[src/rtl/ard_pkg.sv]
package ard_pkg;

  localparam int AW        = 64;
  localparam int LINE_BITS = 6;
  localparam int ATTR_BITS = 4;

  // Attribute order equals the enable-bit order in the mask word.
  typedef struct packed {
    logic rd;      // bit 3
    logic instr;   // bit 2
    logic nonsec;  // bit 1
    logic priv;    // bit 0
  } acc_attr_t;

  function automatic logic line_match(input logic [AW-1:0] addr,
                                      input logic [AW-1:0] base,
                                      input logic [AW-1:0] mask);
    return (addr[AW-1:LINE_BITS] & mask[AW-1:LINE_BITS]) == base[AW-1:LINE_BITS];
  endfunction

  function automatic logic attr_match(input acc_attr_t     attr,
                                      input logic [AW-1:0] base,
                                      input logic [AW-1:0] mask);
    logic [ATTR_BITS-1:0] diff;
    diff = attr ^ base[ATTR_BITS-1:0];
    return (diff & mask[ATTR_BITS-1:0]) == '0;
  endfunction

  function automatic logic range_hit(input logic [AW-1:0] addr,
                                     input acc_attr_t     attr,
                                     input logic [AW-1:0] base,
                                     input logic [AW-1:0] mask);
    return line_match(addr, base, mask) & attr_match(attr, base, mask);
  endfunction

endpackage

[src/rtl/ard_entries.sv]
module ard_entries #(
  parameter int                          NUM_RANGES   = 4,
  parameter bit                          PROGRAMMABLE = 1'b1,
  parameter logic [57:0]                 MASK_RST     = 58'h3FFFFFF800,
  parameter logic [NUM_RANGES*64-1:0]    FIXED_BASE   = '0,
  parameter logic [NUM_RANGES*64-1:0]    FIXED_MASK   = '0,
  localparam int                         IDX_W        = (NUM_RANGES > 1) ? $clog2(NUM_RANGES) : 1
) (
  input  logic                               clk,
  input  logic                               rst_n,
  input  logic                               wr_en,
  input  logic [IDX_W-1:0]                   wr_idx,
  input  logic                               wr_is_mask,
  input  logic [63:0]                        wr_data,
  output logic [NUM_RANGES-1:0][63:0]        base_q,
  output logic [NUM_RANGES-1:0][63:0]        mask_q
);

  generate
    if (PROGRAMMABLE) begin : g_prog
      for (genvar i = 0; i < NUM_RANGES; i++) begin : g_ent
        logic sel_this;
        assign sel_this = wr_en && (wr_idx == IDX_W'(i));
        always_ff @(posedge clk or negedge rst_n) begin
          if (!rst_n) begin
            base_q[i] <= '0;
            mask_q[i] <= {MASK_RST, 6'b0};
          end else if (sel_this) begin
            if (wr_is_mask) mask_q[i] <= wr_data;
            else            base_q[i] <= wr_data;
          end
        end
      end
    end else begin : g_fixed
      logic unused_wr;
      assign unused_wr = ^{clk, rst_n, wr_en, wr_idx, wr_is_mask, wr_data};
      for (genvar i = 0; i < NUM_RANGES; i++) begin : g_ent
        assign base_q[i] = FIXED_BASE[i*64 +: 64];
        assign mask_q[i] = FIXED_MASK[i*64 +: 64];
      end
    end
  endgenerate

endmodule

[src/rtl/ard_match.sv]
module ard_match #(
  parameter int NUM_RANGES = 4
) (
  input  logic [63:0]                  addr,
  input  ard_pkg::acc_attr_t           attr,
  input  logic [NUM_RANGES-1:0][63:0]  base_q,
  input  logic [NUM_RANGES-1:0][63:0]  mask_q,
  output logic [NUM_RANGES-1:0]        hit_vec
);

  for (genvar i = 0; i < NUM_RANGES; i++) begin : g_cmp
    assign hit_vec[i] = ard_pkg::range_hit(addr, attr, base_q[i], mask_q[i]);
  end

endmodule

[src/rtl/ard_resolve.sv]
module ard_resolve #(
  parameter int NUM_RANGES = 4,
  localparam int IDX_W = (NUM_RANGES > 1) ? $clog2(NUM_RANGES) : 1,
  localparam int CNT_W = $clog2(NUM_RANGES + 1)
) (
  input  logic                  clk,
  input  logic                  rst_n,
  input  logic                  req_valid,
  input  logic [NUM_RANGES-1:0] hit_vec,
  input  logic                  clr_evt,
  output logic                  rsp_valid,
  output logic                  rsp_hit,
  output logic [IDX_W-1:0]      rsp_idx,
  output logic                  rsp_decerr,
  output logic                  rsp_multi,
  output logic                  fatal_irq
);

  logic [CNT_W-1:0] hit_cnt;
  logic [IDX_W-1:0] first_idx;
  logic             any_hit;
  logic             multi_hit;
  logic             single_hit;

  always_comb begin
    hit_cnt   = '0;
    first_idx = '0;
    for (int i = NUM_RANGES - 1; i >= 0; i--) begin
      if (hit_vec[i]) begin
        hit_cnt   = hit_cnt + 1'b1;
        first_idx = IDX_W'(i);
      end
    end
  end

  assign any_hit    = |hit_vec;
  assign multi_hit  = hit_cnt > CNT_W'(1);
  assign single_hit = any_hit && !multi_hit;

  always_ff @(posedge clk or negedge rst_n) begin
    if (!rst_n) begin
      rsp_valid  <= 1'b0;
      rsp_hit    <= 1'b0;
      rsp_idx    <= '0;
      rsp_decerr <= 1'b0;
      rsp_multi  <= 1'b0;
    end else begin
      rsp_valid  <= req_valid;
      rsp_hit    <= req_valid && single_hit;
      rsp_decerr <= req_valid && !any_hit;
      rsp_multi  <= req_valid && multi_hit;
      rsp_idx    <= req_valid ? first_idx : '0;
    end
  end

  always_ff @(posedge clk or negedge rst_n) begin
    if (!rst_n)                       fatal_irq <= 1'b0;
    else if (req_valid && multi_hit)  fatal_irq <= 1'b1;
    else if (clr_evt)                 fatal_irq <= 1'b0;
  end


  rsp_follows_req_chk: assert property (@(posedge clk) disable iff (!rst_n)
    req_valid |=> rsp_valid);


  outcome_onehot_chk: assert property (@(posedge clk) disable iff (!rst_n)
    rsp_valid |-> $onehot({rsp_hit, rsp_decerr, rsp_multi}));


  idle_quiet_chk: assert property (@(posedge clk) disable iff (!rst_n)
    !rsp_valid |-> !(rsp_hit || rsp_decerr || rsp_multi));


  multi_raises_irq_chk: assert property (@(posedge clk) disable iff (!rst_n)
    rsp_multi |-> fatal_irq);


  irq_sticky_chk: assert property (@(posedge clk) disable iff (!rst_n)
    (fatal_irq && !clr_evt) |=> fatal_irq);


  irq_rise_cause_chk: assert property (@(posedge clk) disable iff (!rst_n)
    $rose(fatal_irq) |-> rsp_multi);

endmodule

[src/rtl/addr_range_decoder.sv]
module addr_range_decoder #(
  parameter int                       NUM_RANGES   = 4,
  parameter bit                       PROGRAMMABLE = 1'b1,
  parameter logic [57:0]              MASK_RST     = 58'h3FFFFFF800,
  parameter logic [NUM_RANGES*64-1:0] FIXED_BASE   = '0,
  parameter logic [NUM_RANGES*64-1:0] FIXED_MASK   = {NUM_RANGES{MASK_RST, 6'b0}},
  localparam int IDX_W     = (NUM_RANGES > 1) ? $clog2(NUM_RANGES) : 1,
  localparam int CA_W      = $clog2(2 * NUM_RANGES + 1),
  localparam int STAT_SLOT = 2 * NUM_RANGES
) (
  input  logic              clk,
  input  logic              rst_n,
  input  logic              req_valid,
  input  logic [63:0]       req_addr,
  input  logic              req_read,
  input  logic              req_instr,
  input  logic              req_nonsec,
  input  logic              req_priv,
  output logic              rsp_valid,
  output logic              rsp_hit,
  output logic [IDX_W-1:0]  rsp_idx,
  output logic              rsp_decerr,
  output logic              rsp_multi,
  output logic              fatal_irq,
  input  logic              cfg_we,
  input  logic [CA_W-1:0]   cfg_addr,
  input  logic [63:0]       cfg_wdata,
  output logic [63:0]       cfg_rdata
);

  logic [NUM_RANGES-1:0][63:0] base_q;
  logic [NUM_RANGES-1:0][63:0] mask_q;
  logic [NUM_RANGES-1:0]       hit_vec;
  ard_pkg::acc_attr_t          req_attr;
  logic                        slot_is_entry;
  logic                        slot_is_stat;
  logic [IDX_W-1:0]            slot_idx;
  logic                        entry_wr;
  logic                        clr_evt;

  assign req_attr = '{rd: req_read, instr: req_instr, nonsec: req_nonsec, priv: req_priv};

  assign slot_is_entry = cfg_addr < CA_W'(STAT_SLOT);
  assign slot_is_stat  = cfg_addr == CA_W'(STAT_SLOT);
  assign slot_idx      = IDX_W'(cfg_addr >> 1);
  assign entry_wr      = cfg_we && slot_is_entry;
  assign clr_evt       = cfg_we && slot_is_stat && cfg_wdata[0];

  ard_entries #(
    .NUM_RANGES  (NUM_RANGES),
    .PROGRAMMABLE(PROGRAMMABLE),
    .MASK_RST    (MASK_RST),
    .FIXED_BASE  (FIXED_BASE),
    .FIXED_MASK  (FIXED_MASK)
  ) u_entries (
    .clk       (clk),
    .rst_n     (rst_n),
    .wr_en     (entry_wr),
    .wr_idx    (slot_idx),
    .wr_is_mask(cfg_addr[0]),
    .wr_data   (cfg_wdata),
    .base_q    (base_q),
    .mask_q    (mask_q)
  );

  ard_match #(.NUM_RANGES(NUM_RANGES)) u_match (
    .addr   (req_addr),
    .attr   (req_attr),
    .base_q (base_q),
    .mask_q (mask_q),
    .hit_vec(hit_vec)
  );

  ard_resolve #(.NUM_RANGES(NUM_RANGES)) u_resolve (
    .clk       (clk),
    .rst_n     (rst_n),
    .req_valid (req_valid),
    .hit_vec   (hit_vec),
    .clr_evt   (clr_evt),
    .rsp_valid (rsp_valid),
    .rsp_hit   (rsp_hit),
    .rsp_idx   (rsp_idx),
    .rsp_decerr(rsp_decerr),
    .rsp_multi (rsp_multi),
    .fatal_irq (fatal_irq)
  );

  always_comb begin
    cfg_rdata = '0;
    if (slot_is_stat)       cfg_rdata = {63'b0, fatal_irq};
    else if (slot_is_entry) cfg_rdata = cfg_addr[0] ? mask_q[slot_idx] : base_q[slot_idx];
  end


  base_write_lands_chk: assert property (@(posedge clk) disable iff (!rst_n)
    (PROGRAMMABLE && entry_wr && !cfg_addr[0]) |=> (base_q[$past(slot_idx)] == $past(cfg_wdata)));


  clear_drops_irq_chk: assert property (@(posedge clk) disable iff (!rst_n)
    (clr_evt && !(req_valid && (hit_vec & (hit_vec - 1'b1)) != '0)) |=> !fatal_irq);

endmodule

[config.mk]
export PLATFORM = sky130hd
export DESIGN_NAME = addr_range_decoder
export DESIGN_NICKNAME = d
export VERILOG_FILES = /design/src/rtl/ard_pkg.sv /design/src/rtl/ard_entries.sv /design/src/rtl/ard_match.sv /design/src/rtl/ard_resolve.sv /design/src/rtl/addr_range_decoder.sv
export SDC_FILE = /design/constraint.sdc
export NUM_CORES = 1
export LEC_CHECK = 0
export BUFFER_PORTS_ARGS = -buffer_cell sky130_fd_sc_hd__buf_4
export CAP_MARGIN = 25
export CORE_MARGIN = 5
export CORE_UTILIZATION = 30
export CTS_CLUSTER_DIAMETER = 80
export DETAILED_ROUTE_END_ITERATION = 10
export SYNTH_ARGS = -nofsm -noshare
export SYNTH_HDL_FRONTEND = slang
export SYNTH_SLANG_ARGS = --single-unit
[constraint.sdc]
create_clock -name clk -period 4 [get_ports clk]
set_input_delay 0.2 -clock clk [delete_from_list [all_inputs] [get_ports clk]]
set_output_delay 0.2 -clock clk [all_outputs]
set_load 0.05 [all_outputs]
==> Yosys cells after proc, flatten, opt, wreduce, memory -nomap -nowiden <==
Cells that the tools add are included.
{ "totals": {"output_inout_bits": 71, "wordCells": 91, "ff_bits": 519} }
{ "op_classes": {"bitwise_logic": 17, "eq_ne": 8, "reduce_logical": 28, "mux": 18, "add_sub_neg": 3, "order_cmp": 3} }
{ "ops": {"columns": ["op", "count"], "rows": [
  ["$mux W64", 5],
  ["$bmux W64 S2", 2],
  ["$and A58 B58 Y58", 4],
  ["$eq A58 B58 Y1", 4],
  ["$and A4 B4 Y4", 4],
  ["$logic_not A4 Y1", 4],
  ["$reduce_and A2 Y1", 8],
  ["$xor A4 B4 Y4", 4],
  ["$logic_and A1 B1 Y1", 11],
  ["$mux W2", 5],
  ["$mux W3", 3],
  ["$add A3 B1 Y3 const B", 2],
  ["$and A1 B1 Y1", 4],
  ["$eq A2 B2 Y1 const B", 2],
  ["$eq A4 B4 Y1 const B", 1],
  ["$lt A4 B4 Y1 const B", 1],
  ["$reduce_or A4 Y1", 1],
  ["$gt A3 B1 Y1 const B", 1],
  ["$lt A2 B3 Y1 const B", 1],
  ["$mux W1", 3],
  ["$add A1 B1 Y2 const B", 1],
  ["$eq A2 B1 Y1 const B", 1],
  ["$logic_not A1 Y1", 2],
  ["$logic_not A2 Y1", 1],
  ["other kinds (2)", 2]
]} }

==> Logic depth before layout (Yosys ltp) <==
Gate-level depths: netlist of run 1.
{ "depth": {"depth_word": 15, "ltp_mapped": 16, "depth_no_buf": 15} }

==> By module <==
A second synthesis of run 1 with hierarchy kept.
{ "hier_totals": {"cells_unflattened": 2006, "hier_area_um2": 28199.5} }
{ "modules_own_cells": {"columns": ["mod", "area_each_um2", "cells_per_inst", "instances"], "rows": [
  ["ard_entries", 20061.7, 1087, 1],
  ["addr_range_decoder", 4071.4, 309, 1],
  ["ard_match", 3664.8, 572, 1],
  ["ard_resolve", 401.6, 38, 1]
]} }

==> Least setup slack after synthesis of run 1 <==
OpenSTA, ideal clock, no wires.
{ "synth_timing": {"kind": "register to register", "start": "register u_entries.mask_q[155] (netlist name)", "end": "register u_resolve.fatal_irq", "period_less_slack_ns": 3.163, "path_buffers": 1, "stages_incl_launch_ff": 14, "slack_ns": 0.837, "setup_ns": 0.121, "required_ns": 3.879, "arrival_time_ns": 3.042, "path_cell_list": "dfstp_2 > nand2_1 > xnor2_1 > a2111oi_1 > nand4_1 > or4_1 > buf_2 > inv_1 > ha_1 > xnor2_1 > ha_1 > nor4b_2 > a41oi_2 > a22o_1"} }
{ "synth_via": {"elab_chain_cells": 11} }
{ "synth_rtl": {"columns": ["item", "line_no", "source"], "rows": [
  ["start, declared", "ard_entries.sv:16", "output logic [NUM_RANGES-1:0][63:0] mask_q"],
  ["start signal, assigned by index", "ard_entries.sv:27", "mask_q[i] <= {MASK_RST, 6'b0};"],
  ["start signal, assigned by index", "ard_entries.sv:29", "if (wr_is_mask) mask_q[i] <= wr_data;"],
  ["$and A58 B58 Y58 (*)", "ard_pkg.sv:18", "return (addr[AW-1:LINE_BITS] & mask[AW-1:LINE_BITS]) == base[AW-1:LINE_BITS];"],
  ["$eq A58 B58 Y1 (*)", "ard_pkg.sv:18", null],
  ["$and A1 B1 Y1 (*)", "ard_pkg.sv:33", "return line_match(addr, base, mask) & attr_match(attr, base, mask);"],
  ["$mux W3 (*)", "ard_resolve.sv:29", "if (hit_vec[i]) begin"],
  ["$add A3 B1 Y3", "ard_resolve.sv:30", "hit_cnt = hit_cnt + 1'b1;"],
  ["$mux W3 (*)", "ard_resolve.sv:29", null],
  ["$add A3 B1 Y3", "ard_resolve.sv:30", null],
  ["$mux W3 (*)", "ard_resolve.sv:29", null],
  ["$gt A3 B1 Y1 (*)", "ard_resolve.sv:37", "assign multi_hit = hit_cnt > CNT_W'(1);"],
  ["$logic_and A1 B1 Y1 (*)", "ard_resolve.sv:58", "else if (req_valid && multi_hit) fatal_irq <= 1'b1;"],
  ["$mux W1 or $reduce_bool A2 Y1 (tied branches)", null, null],
  ["end signal, assigned", "ard_resolve.sv:57", "if (!rst_n) fatal_irq <= 1'b0;"],
  ["end signal, assigned", "ard_resolve.sv:58", null],
  ["end signal, assigned", "ard_resolve.sv:59", "else if (clr_evt) fatal_irq <= 1'b0;"],
  ["end, declared", "ard_resolve.sv:16", "output logic fatal_irq"]
]} }
Every way passes the cells marked *; elsewhere a longest branch is shown, timed or not.
A chain may end at the register's enable or synchronous reset.

==> Worst setup path in the final report of run 1 <==
Same ends and word-level chain as after synthesis.

==> metrics, run 1 <==
layout cells sized above 1=0.4668; syn_nets=2165; main combinational cell family by area after synthesis=multiplexers; Cell Pwr Density=556.4 mW/mm²; Crit-path slowest cell=or4_1; Max clock buf depth=3; Post-Synthesis Cells=2022; initial antenna violation count=20; fin. max-slew vios=0; outcome=finished, final reports clean; cts-stage hold buffer count=66; final hold vios=0; Worst Hold Class=in -> async; P&R area growth vs syn=21.19%; clock sinks=519; worst flop-to-flop path endpoint=u_resolve.fatal_irq; Post-Syn Area per Cell=13.42 µm²; CTS tree=yes; RSZ-0062 raised after global routing=false; synthesis-stage register bit count=519; Peak VDD IR=344.3 µV; YS warnings=0; worst r2r src=u_entries.mask_q[155]; largest net degree at the start of global routing=114; gr usage total=0.1949; post-synth top area cell=dfrtp_1; # resized after CTS=0; Total Routed Length=96.57 mm; startpoint types=flip-flop; Worst setup EP type=flip-flop; Post-Synth XOR/XNOR Area=0.06228; grt ovf=0; CTS H-tree depth=2; worst slew pin tran=1.084 ns; die height=310.8 µm; Max-Cap Viols=0; distinct cell type count after synthesis=48; filler instances=8681; post-CTS setup buffer count=0; Post-synth EDFFs=0; Static Leak=13.90 nW; Async S/R FF share, synth=1.000; num rows=110; effective utilization at floorplan=0.3020; GRT met2 Usage=0.3053; Vias=18850; post-synthesis sequential area ratio=0.4835; vias per cell=5.332; reg2reg setup slack=0.24 ns; number of CTS-inserted buffers=57; DRT antenna net count=0; Synth top area share=0.3789; post-synthesis compound-gate area fraction=0.02503; Final WS setup=0.2391 ns; ranking of synthesized cells by area=dfrtp_1, mux2_2, mux4_2, dfstp_2, xor2_1; core region area=0.08987 mm²; area share of and/or/nand/nor cells after synthesis=0.07085; clock skew=0.02069 ns; area share of fa/ha/maj cells after synthesis=0.001383; final setup vio count=0; CP cell instances=nand2_1, xnor2_1, a2111oi_1, buf_4, nand4_1, or4_1, inv_1, ha_1, xnor2_1, ha_1, inv_1, a31oi_1, nor4b_2, a41oi_2, a22o_1; synthesized area=0.02714 mm²; wire length per cell=27.31 µm; Multi-input gate area=0.01364 mm²; CTS clk-pin slew, worst paths=0.06 ns; Die Footprint=0.09659 mm²; Tcrit/Tclk final=0.9402; Rel. slew slack=0.2771; Ports=211; pre-CTS setup slack=0.2968 ns; Reg area=0.01312 mm²; top_reg_cell synth=dfrtp_1; number of global-route vias before repair=19660; root buffer cell=clkbuf_16; met1 usage=0.2695; gr busiest metal=met2; # DRC=0; fin crit period=3.761 ns; Total Nets Final=2441; RePlAce Congestion=0.9250; Fin Setup TNS=0 ns; initial DRC count=1650; I/O Buffers=204; CP peak stage delay=0.66 ns; mux contribution to synthesized area=0.3419; crit path max fanout=3; clk_lat worst skew=0.63 ns; die width=310.8 µm; hpwl dp=69.49 mm; Critical Path RT=4.50 ns; grt met3 use=0.04562; DR pass1 iterations=5; kind of critical path=reg -> reg; max frequency=265.9 MHz; first-pass GRT wire length=141.5 mm; crit path DAT=4.26 ns; cells on worst reg2reg path=15
[cells by family (layout without fill, tap and decap cells)]
group                      Yosys count  count (layout)
xor gates and xnor gates           193             193
adders and majority gates            3               3
and+or+nand+nor                    403             403
buffers and inverters              104             428
other                                0              14
AOI/OAI and AO/OA                   97              97
DFF                                519             519
muxes                              703             703
[how the worst max path moves through the flow]
stage | slack, ns | cells past startpoint | start | to
finish | 0.24 | 15 | u_entries.mask_q[155] | u_resolve.fatal_irq
global route | 0.12 | 15 | u_entries.mask_q[155] | u_resolve.fatal_irq
CTS | 0.27 | 15 | u_entries.mask_q[155] | u_resolve.fatal_irq
detailed placement | 0.30 | 15 | u_entries.mask_q[155] | u_resolve.fatal_irq
global placement | 0.28 | 15 | u_entries.mask_q[155] | u_resolve.fatal_irq
floorplan | 0.84 | 13 | u_entries.mask_q[155] | u_resolve.fatal_irq
[routing by layer]
metal,share of wire,vias to the layer above
met3,0.072,152
met2,0.46,640
met4,0.033,12
met1,0.43,10060
met5,0.00083,-
li1,-,7991
[layout by cell type, fill, tap and decap left out, types with 3 or more instances in the layout]
| master | count |
|---|---|
| o22a_1 | 12 |
| xnor2_1 | 59 |
| mux2_1 | 6 |
| bufinv_16 | 4 |
| nor2_1 | 68 |
| clkinv_2 | 12 |
| nand4_1 | 45 |
| diode_2 | 14 |
| nand3b_1 | 4 |
| mux2_2 | 506 |
| clkbuf_8 | 13 |
| buf_4 | 234 |
| and3_1 | 29 |
| nand3_1 | 14 |
| mux2i_1 | 63 |
| nor4_1 | 19 |
| inv_1 | 5 |
| a21boi_0 | 14 |
| clkbuf_16 | 57 |
| a211oi_1 | 14 |
| mux4_2 | 128 |
| dfstp_2 | 108 |
| ha_1 | 3 |
| buf_12 | 13 |
| clkbuf_1 | 17 |
| xor2_1 | 134 |
| a2111oi_0 | 3 |
| and3b_1 | 14 |
| a21o_1 | 13 |
| a21oi_1 | 30 |
| nand2_1 | 192 |
| dlygate4sd3_1 | 66 |
| dfrtp_1 | 411 |
[state kept, by name, summed over array words and instances (netlist names)]
register	flops
u_entries.base_q	256
u_entries.mask_q	256
u_resolve.rsp_idx	2
u_resolve.fatal_irq	1
u_resolve.rsp_decerr	1
u_resolve.rsp_hit	1
u_resolve.rsp_multi	1
u_resolve.rsp_valid	1
[cells in the mapped netlist, types with 14 or more instances]
master,n
nor2_1,69
dfstp_2,108
mux2_2,506
a211oi_1,14
a21boi_0,14
mux4_2,128
xor2_1,134
nand4_1,45
and3_1,29
and3b_1,14
mux2i_1,63
nor4_1,19
a21oi_1,30
nand3_1,14
buf_1,22
xnor2_1,59
clkbuf_1,68
dfrtp_1,411
nand2_1,193
[stage by stage]
stage,total power [mW],util,hold slack (ns),instances,cell area [µm²]
detailed placement,12.94,0.3373,0.3431,3349,30320
global placement,12.76,0.3373,0.3373,3349,30320
global route,19.07,0.3658,0.3225,3527,32870
CTS,18.40,0.3656,0.2389,3522,32860
floorplan,10.68,-,-0.09559,2022,27140
finish,18.30,0.3660,0.2372,3536,32890
[power breakdown]
part	switching (mW)	total (mW)	internal [mW]
clock network	2.24	5.36	3.12
registers	1.05	7.72	6.66
logic	2.79	5.23	2.43
[worst max-delay path, delay by kind of cell (launching register included)]
family	cells	cell delay (ns)
AOI/OAI and AO/OA	4	0.79
xor gates and xnor gates	2	0.37
adders and majority gates	2	0.45
buffers and inverters	3	0.35
DFF	1	0.53
and+or+nand+nor	4	1.14
[final cells by class]
cell class                      instances  share of cell area
Tap cell                             1176             0.04473
Timing Repair Buffer                  316             0.08266
Clock inverter                         20            0.006504
Sequential cell                       519              0.3989
Clock buffer                           87             0.05074
Multi-Input combinational cell       1399              0.4148
Inverter                                5           0.0005706
Antenna cell                           14            0.001065
Power figures use the tool's default switching activity.
==> run 2, diff against run 1 <==
--- a/config.mk
+++ b/config.mk
@@ -11,6 +11,7 @@
 export CORE_UTILIZATION = 30
 export CTS_CLUSTER_DIAMETER = 80
 export DETAILED_ROUTE_END_ITERATION = 10
+export REMOVE_ABC_BUFFERS = 1
 export SYNTH_ARGS = -nofsm -noshare
 export SYNTH_HDL_FRONTEND = slang
 export SYNTH_SLANG_ARGS = --single-unit
==> run 2 against run 1 <==
Register-to-register slack got worse by 0.16 ns. Combinational power fell by 3.8%. Sequential share of layout area fell by 0.14 points. Utilization rose by 0.13 points. Clock power rose by 2%. Die area did not move. Fmax fell by 4.1%. Final area rose by 0.35%. Total power fell by 0.53%. First-iteration DRC count rose by 2.5%. Setup slack got worse by 0.16 ns. Critical endpoint unchanged. Global-route usage fell by 1.3 points.
==> metrics, run 2 (synthesis results as in run 1) <==
Cell Pwr Density=551.6 mW/mm² (-0.87%); die width=310.8 µm (unchanged); clock skew=0.03040 ns (+0.009705 ns); root buffer cell=clkbuf_16; Tcrit/Tclk final=0.9809 (+0.04070); Worst setup EP type=flip-flop; worst flop-to-flop path endpoint=u_resolve.fatal_irq; largest net degree at the start of global routing=108 (-5.3%); Die Footprint=0.09659 mm² (unchanged); fin. max-slew vios=0 (unchanged); DRT antenna net count=0 (unchanged); Reg power frac=0.423 (about the same); final setup vio count=0 (unchanged); clk_lat worst skew=0.64 ns (about the same); Crit-path slowest cell=dfstp_2; final hold vios=0 (unchanged); P&R area growth vs syn=21.61%; Worst Hold Class=in -> reg; most frequent cells in the layout=mux2_2, dfrtp_1, buf_4; RePlAce Congestion=0.8642 (-6.6%); placed insts=3354 (+0.15%); Worst Hold Endpoint=u_resolve.fatal_irq; Worst Setup SP=u_entries.mask_q[210]; worst slew pin tran=1.044 ns (-0.04018 ns); Critical Path RT=4.51 ns (about the same); biggest regs=u_entries.base_q: 256 flops, u_entries.mask_q: 256 flops, u_resolve.rsp_idx: 2 flops; commonest non-fill, non-tap cell in the layout=mux2_2; sw frac=0.3223 (-0.01010); Static Leak=13.96 nW (+0.39%); post-route insts no fill=3542 (+0.17%); gr usage total=0.1821 (-0.01275); CTS tree=yes; Peak VDD IR=377.8 µV (+9.7%); Pint=12.34 mW (+0.98%); # DRC=0 (unchanged); grt ovf=0 (unchanged); clock sinks=519 (unchanged); clock power share=0.300 (+0.007); CP peak stage delay=0.54 ns (-0.12 ns); Total Nets Final=2447 (+0.25%); DR top layer=met5; Switching Power=5.868 mW (-3.6%); cells on worst reg2reg path=14 (-1); first-pass GRT wire length=133.1 mm (-5.9%); RSZ-0062 raised after global routing=false; effective utilization at floorplan=0.3020 (unchanged); outcome=finished, final reports clean; Logic pwr share=0.276 (-0.009); vias per cell=5.164 (-3.1%); fin crit period=3.924 ns (+0.1628 ns); kind of critical path=reg -> reg; filler instances=8631 (-0.58%); CTS H-tree depth=2 (unchanged); Rel. slew slack=0.3039 (+0.02679); Total Routed Length=90.31 mm (-6.5%); worst r2r src=u_entries.mask_q[210]; Final Util=0.3673 (+0.001267); initial antenna violation count=23 (+15%); max frequency=254.9 MHz (-4.1%); die height=310.8 µm (unchanged); initial DRC count=1691 (+2.5%); number of CTS-inserted buffers=58 (+1.8%); crit path DAT=4.44 ns (+0.18 ns); layout cells sized above 1=0.4692 (+0.002436); wire length per cell=25.50 µm (-6.6%); Vias=18290 (-3.0%); Reg area=0.01312 mm² (unchanged); Cell Area, Placed=0.03035 mm² (+0.12%); reg2reg setup slack=0.08 ns (-0.16 ns); I/O Buffers=204 (unchanged); metal3 WL=5.663 mm (-19%); final cell area excluding filler cells=0.03301 mm² (+0.35%); Ports=211 (unchanged); hpwl dp=63.44 mm (-8.7%); num rows=110 (unchanged); hold path start=cfg_addr[3]; Total Power=18.21 mW (-0.53%); number of global-route vias before repair=19340 (-1.6%); CTS clk-pin slew, worst paths=0.06 ns (about the same); DRT met1 WL=38.89 mm (-6.9%); Max clock buf depth=3 (unchanged); core region area=0.08987 mm² (unchanged); startpoint types=flip-flop; crit path max fanout=4 (+1); Max-Cap Viols=0 (unchanged); Multi-input gate area=0.01366 mm² (about the same); Routed met2 length=42.83 mm (-3.9%); CP cell instances=nand2_1, xor2_1, nand4_1, nor4_1, nand4_1, inv_1, ha_1, xnor2_1, ha_1, inv_1, a31oi_1, nor4b_2, a41oi_2, a22o_1; DR pass1 iterations=7 (+2); Hold Path Depth=3
==> run 2: area by class of cell <==
cell class,count,share of cell area
Multi-Input combinational cell,1399,0.4137
Sequential cell,519,0.3976
Clock buffer,91,0.05258
Tap cell,1176,0.04458
Antenna cell,13,0.0009856
Clock inverter,18,0.006520
Inverter,5,0.0005686
Timing Repair Buffer,321,0.08351
==> run 2: power groups by stage <==
stage	combinational (mW)	sequential (mW)	clock, mW
2_1_floorplan	3.17	7.44	0
3_3_place_gp	4.91	7.68	0
3_5_place_dp	4.99	7.78	0
4_1_cts	5.08	7.69	5.58
5_1_grt	5.36	7.88	5.80
6_report	5.03	7.71	5.47
==> run 2: how the worst max path moves through the flow <==
stage                                  to
detailed placement    u_resolve.fatal_irq
CTS                   u_resolve.fatal_irq
global placement      u_resolve.fatal_irq
finish                u_resolve.fatal_irq
floorplan           u_entries.mask_q[145]
global route          u_resolve.fatal_irq
==> run 2: through the flow <==
stage | setup WS (ns) | setup TNS (ns) | hold slack, ns
4_1_cts | 0.003140 | 0 | 0.05442
6_report | 0.07630 | 0 | 0.07711
3_3_place_gp | 0.1397 | 0 | 0.3343
5_1_grt | 0.01700 | 0 | 0.09317
2_1_floorplan | -1.873 | -427.45 | -0.09559
3_5_place_dp | 0.0003069 | 0 | 0.3564
==> run 2: metal layers <==
metal | vias up | track usage
met2 | 469 | 0.2926
met1 | 9668 | 0.2457
li1 | 8008 | -
met4 | 18 | 0.05777
met3 | 129 | 0.04242
met5 | - | 0
==> run 2: what timing repair did <==
action / in CTS / in global routing
hold buffers: 66 / 0
gates resized for setup: 0 / 3
hold endpoints to repair: 597 / 0
endpoints found under the setup margin: 0 / 3
buffers inserted: 0 / 0
==> run 2: critical path: cells and delay by family (launching register included) <==
kind	cells	cell delay, ns
simple gates	5	1.60
fa+ha+maj	2	0.49
buf+inv	2	0.25
flops	1	0.54
xor+xnor	2	0.40
compound gates	3	0.52
==> run 3, diff against run 2 <==
--- a/config.mk
+++ b/config.mk
@@ -8,7 +8,7 @@
 export BUFFER_PORTS_ARGS = -buffer_cell sky130_fd_sc_hd__buf_4
 export CAP_MARGIN = 25
 export CORE_MARGIN = 5
-export CORE_UTILIZATION = 30
+export CORE_UTILIZATION = 40
 export CTS_CLUSTER_DIAMETER = 80
 export DETAILED_ROUTE_END_ITERATION = 10
 export REMOVE_ABC_BUFFERS = 1
==> run 3 against run 2 <==
Clock skew shrank 0.0077 ns. Clock-buffer cell count grew 3. First-iteration DRC count shrank 25%. Clock power shrank 2%. Non-clock buffer count shrank 7. Highest routed layer unchanged.
==> metrics, run 3 (synthesis results as in run 1) <==
clk_lat worst skew=0.62 ns (-0.02 ns); Total Routed Length=86.06 mm (-4.7%); initial antenna violation count=11 (-52%); first-pass GRT wire length=128.6 mm (-3.3%); Tcrit/Tclk final=0.9515 (-0.02938); Static Leak=13.88 nW (-0.52%); Multi-input gate area=0.01364 mm² (about the same); gr usage total=0.2321 (+0.04997); kind of critical path=reg -> reg; effective utilization at floorplan=0.4034 (+0.1014); Cell Area, Placed=0.02990 mm² (-1.5%); Total Nets Final=2440 (-0.29%); clock skew=0.02271 ns (-0.007692 ns); final setup vio count=0 (unchanged); max frequency=262.7 MHz (+3.1%); Worst setup EP type=flip-flop; wire length per cell=26.68 µm (+4.7%); DR pass1 iterations=5 (-2); worst slew pin tran=1.073 ns (+0.02929 ns); I/O Buffers=204 (unchanged); commonest non-fill, non-tap cell in the layout=mux2_2; CP peak stage delay=0.55 ns (about the same); fin crit period=3.806 ns (-0.1175 ns); P&R area growth vs syn=19.70%; num rows=95 (-14%); clock power share=0.297 (-0.003); gr busiest metal=met2; initial DRC count=1264 (-25%); grt met3 use=0.04811 (+0.005688); CTS tree=yes; met1 usage=0.3117 (+0.06594); largest net degree at the start of global routing=169 (+56%); Worst Hold Class=in -> async; # resized after CTS=0 (unchanged); layout cells sized above 1=0.4663 (-0.002863); Crit-path slowest cell=or4_1; # DRC=0 (unchanged); crit path buf inv count=3 (+1); die height=270.5 µm (-13%); RSZ-0062 raised after global routing=false; number of CTS-inserted buffers=58 (unchanged); Switching Power=5.779 mW (-1.5%); Max-Cap Viols=0 (unchanged); CP cell instances=nand2_1, xnor2_1, a2111oi_0, buf_4, nand4_1, or4_1, inv_1, ha_1, xnor2_1, ha_1, inv_1, a31oi_1, nor4b_2, a41oi_2, a22o_1; Ports=211 (unchanged); Critical Path RT=4.49 ns (-0.02 ns); sw frac=0.3206 (-0.001730); final cell area excluding filler cells=0.03249 mm² (-1.6%); CTS H-tree depth=2 (unchanged); RePlAce Congestion=0.9013 (+4.3%); grt ovf=0 (unchanged); core region area=0.06728 mm² (-25%); Max clock buf depth=3 (unchanged); filler instances=5939 (-31%); Logic pwr share=0.276 (about the same); Peak VDD IR=349.9 µV (-7.4%); Top delay family on crit path=simple AND/OR/NAND/NOR gates; Total Power=18.03 mW (-0.99%); CTS clk-pin slew, worst paths=0.06 ns (about the same); Reg area=0.01312 mm² (unchanged); root buffer cell=clkbuf_16; startpoint types=flip-flop; Reg power frac=0.427 (+0.004); DRT antenna net count=0 (unchanged); number of global-route vias before repair=19570 (+1.2%); die width=270.5 µm (-13%); most frequent cells in the layout=mux2_2, dfrtp_1, buf_4; crit path max fanout=3 (-1); hpwl dp=58.14 mm (-8.3%); Vias=18230 (-0.33%); clock sinks=519 (unchanged); Cell Pwr Density=554.8 mW/mm² (+0.60%); outcome=finished, final reports clean; final hold vios=0 (unchanged); Pint=12.25 mW (-0.73%); GRT met2 Usage=0.3764 (+0.08382); biggest regs=u_entries.base_q: 256 flops, u_entries.mask_q: 256 flops, u_resolve.rsp_idx: 2 flops; Die Footprint=0.07316 mm² (-24%); post-CTS setup buffer count=0 (unchanged); vias per cell=5.653 (+9.5%); crit path DAT=4.29 ns (-0.15 ns); fin. max-slew vios=0 (unchanged); Rel. slew slack=0.2844 (-0.01953)
run 3: worst paths after layout:
| kind | endpoint | from | slack, ns | depth (start not counted) |
|---|---|---|---|---|
| setup / recovery | u_resolve.fatal_irq | u_entries.mask_q[153] | 0.19 | 15 |
| hold / removal | u_entries.base_q[89] | rst_n | 0.09 | 2 |
| setup reg to reg | u_resolve.fatal_irq | u_entries.mask_q[153] | 0.19 | 15 |
| hold reg to reg | u_entries.base_q[132] | u_entries.base_q[132] | 0.50 | 1 |
| max in group asynchronous | u_entries.base_q[222] | rst_n | 2.50 | 3 |
| min in group clk | u_resolve.fatal_irq | cfg_we | 0.13 | 5 |
run 3: final cells by class:
type                       count  share of cell area
timing repair buffer         314             0.08245
clock inverter                15            0.004275
antenna                        6           0.0004621
inverter                       5           0.0005777
clock buffer                  94             0.05473
multi-input combinational   1399              0.4200
tap                          873             0.03362
sequential                   519              0.4039
run 3: through the flow:
step | instances | setup WS (ns) | util | setup TNS (ns) | hold WS (ns)
after floorplan | 1923 | -1.873 | - | -427.45 | -0.09559
after global placement | 3044 | 0.3750 | 0.4444 | 0 | 0.1449
after detailed placement | 3044 | 0.2034 | 0.4444 | 0 | 0.1460
after CTS | 3219 | 0.1806 | 0.4827 | 0 | 0.09172
after global routing | 3221 | 0.08908 | 0.4828 | 0 | 0.1196
final | 3225 | 0.1938 | 0.4829 | 0 | 0.09220
run 3: per-layer routing:
| metal | up-vias | share of wire |
|---|---|---|
| met5 | - | 0.00055 |
| met4 | 8 | 0.039 |
| met3 | 153 | 0.060 |
| met2 | 471 | 0.47 |
| met1 | 9606 | 0.43 |
| li1 | 7994 | - |
run 3: power groups by stage:
| stage | sequential [mW] | combinational, mW | clock, mW |
|---|---|---|---|
| 2_1_floorplan | 7.44 | 3.17 | 0 |
| 3_3_place_gp | 7.69 | 4.84 | 0 |
| 3_5_place_dp | 7.77 | 4.92 | 0 |
| 4_1_cts | 7.69 | 5.01 | 5.47 |
| 5_1_grt | 7.87 | 5.30 | 5.68 |
| 6_report | 7.70 | 4.98 | 5.35 |
run 3: repair_timing:
action | in CTS | in global routing
hold buffers | 66 | 0
endpoints found under the setup margin | 0 | 0
endpoints found under the hold margin | 582 | 0
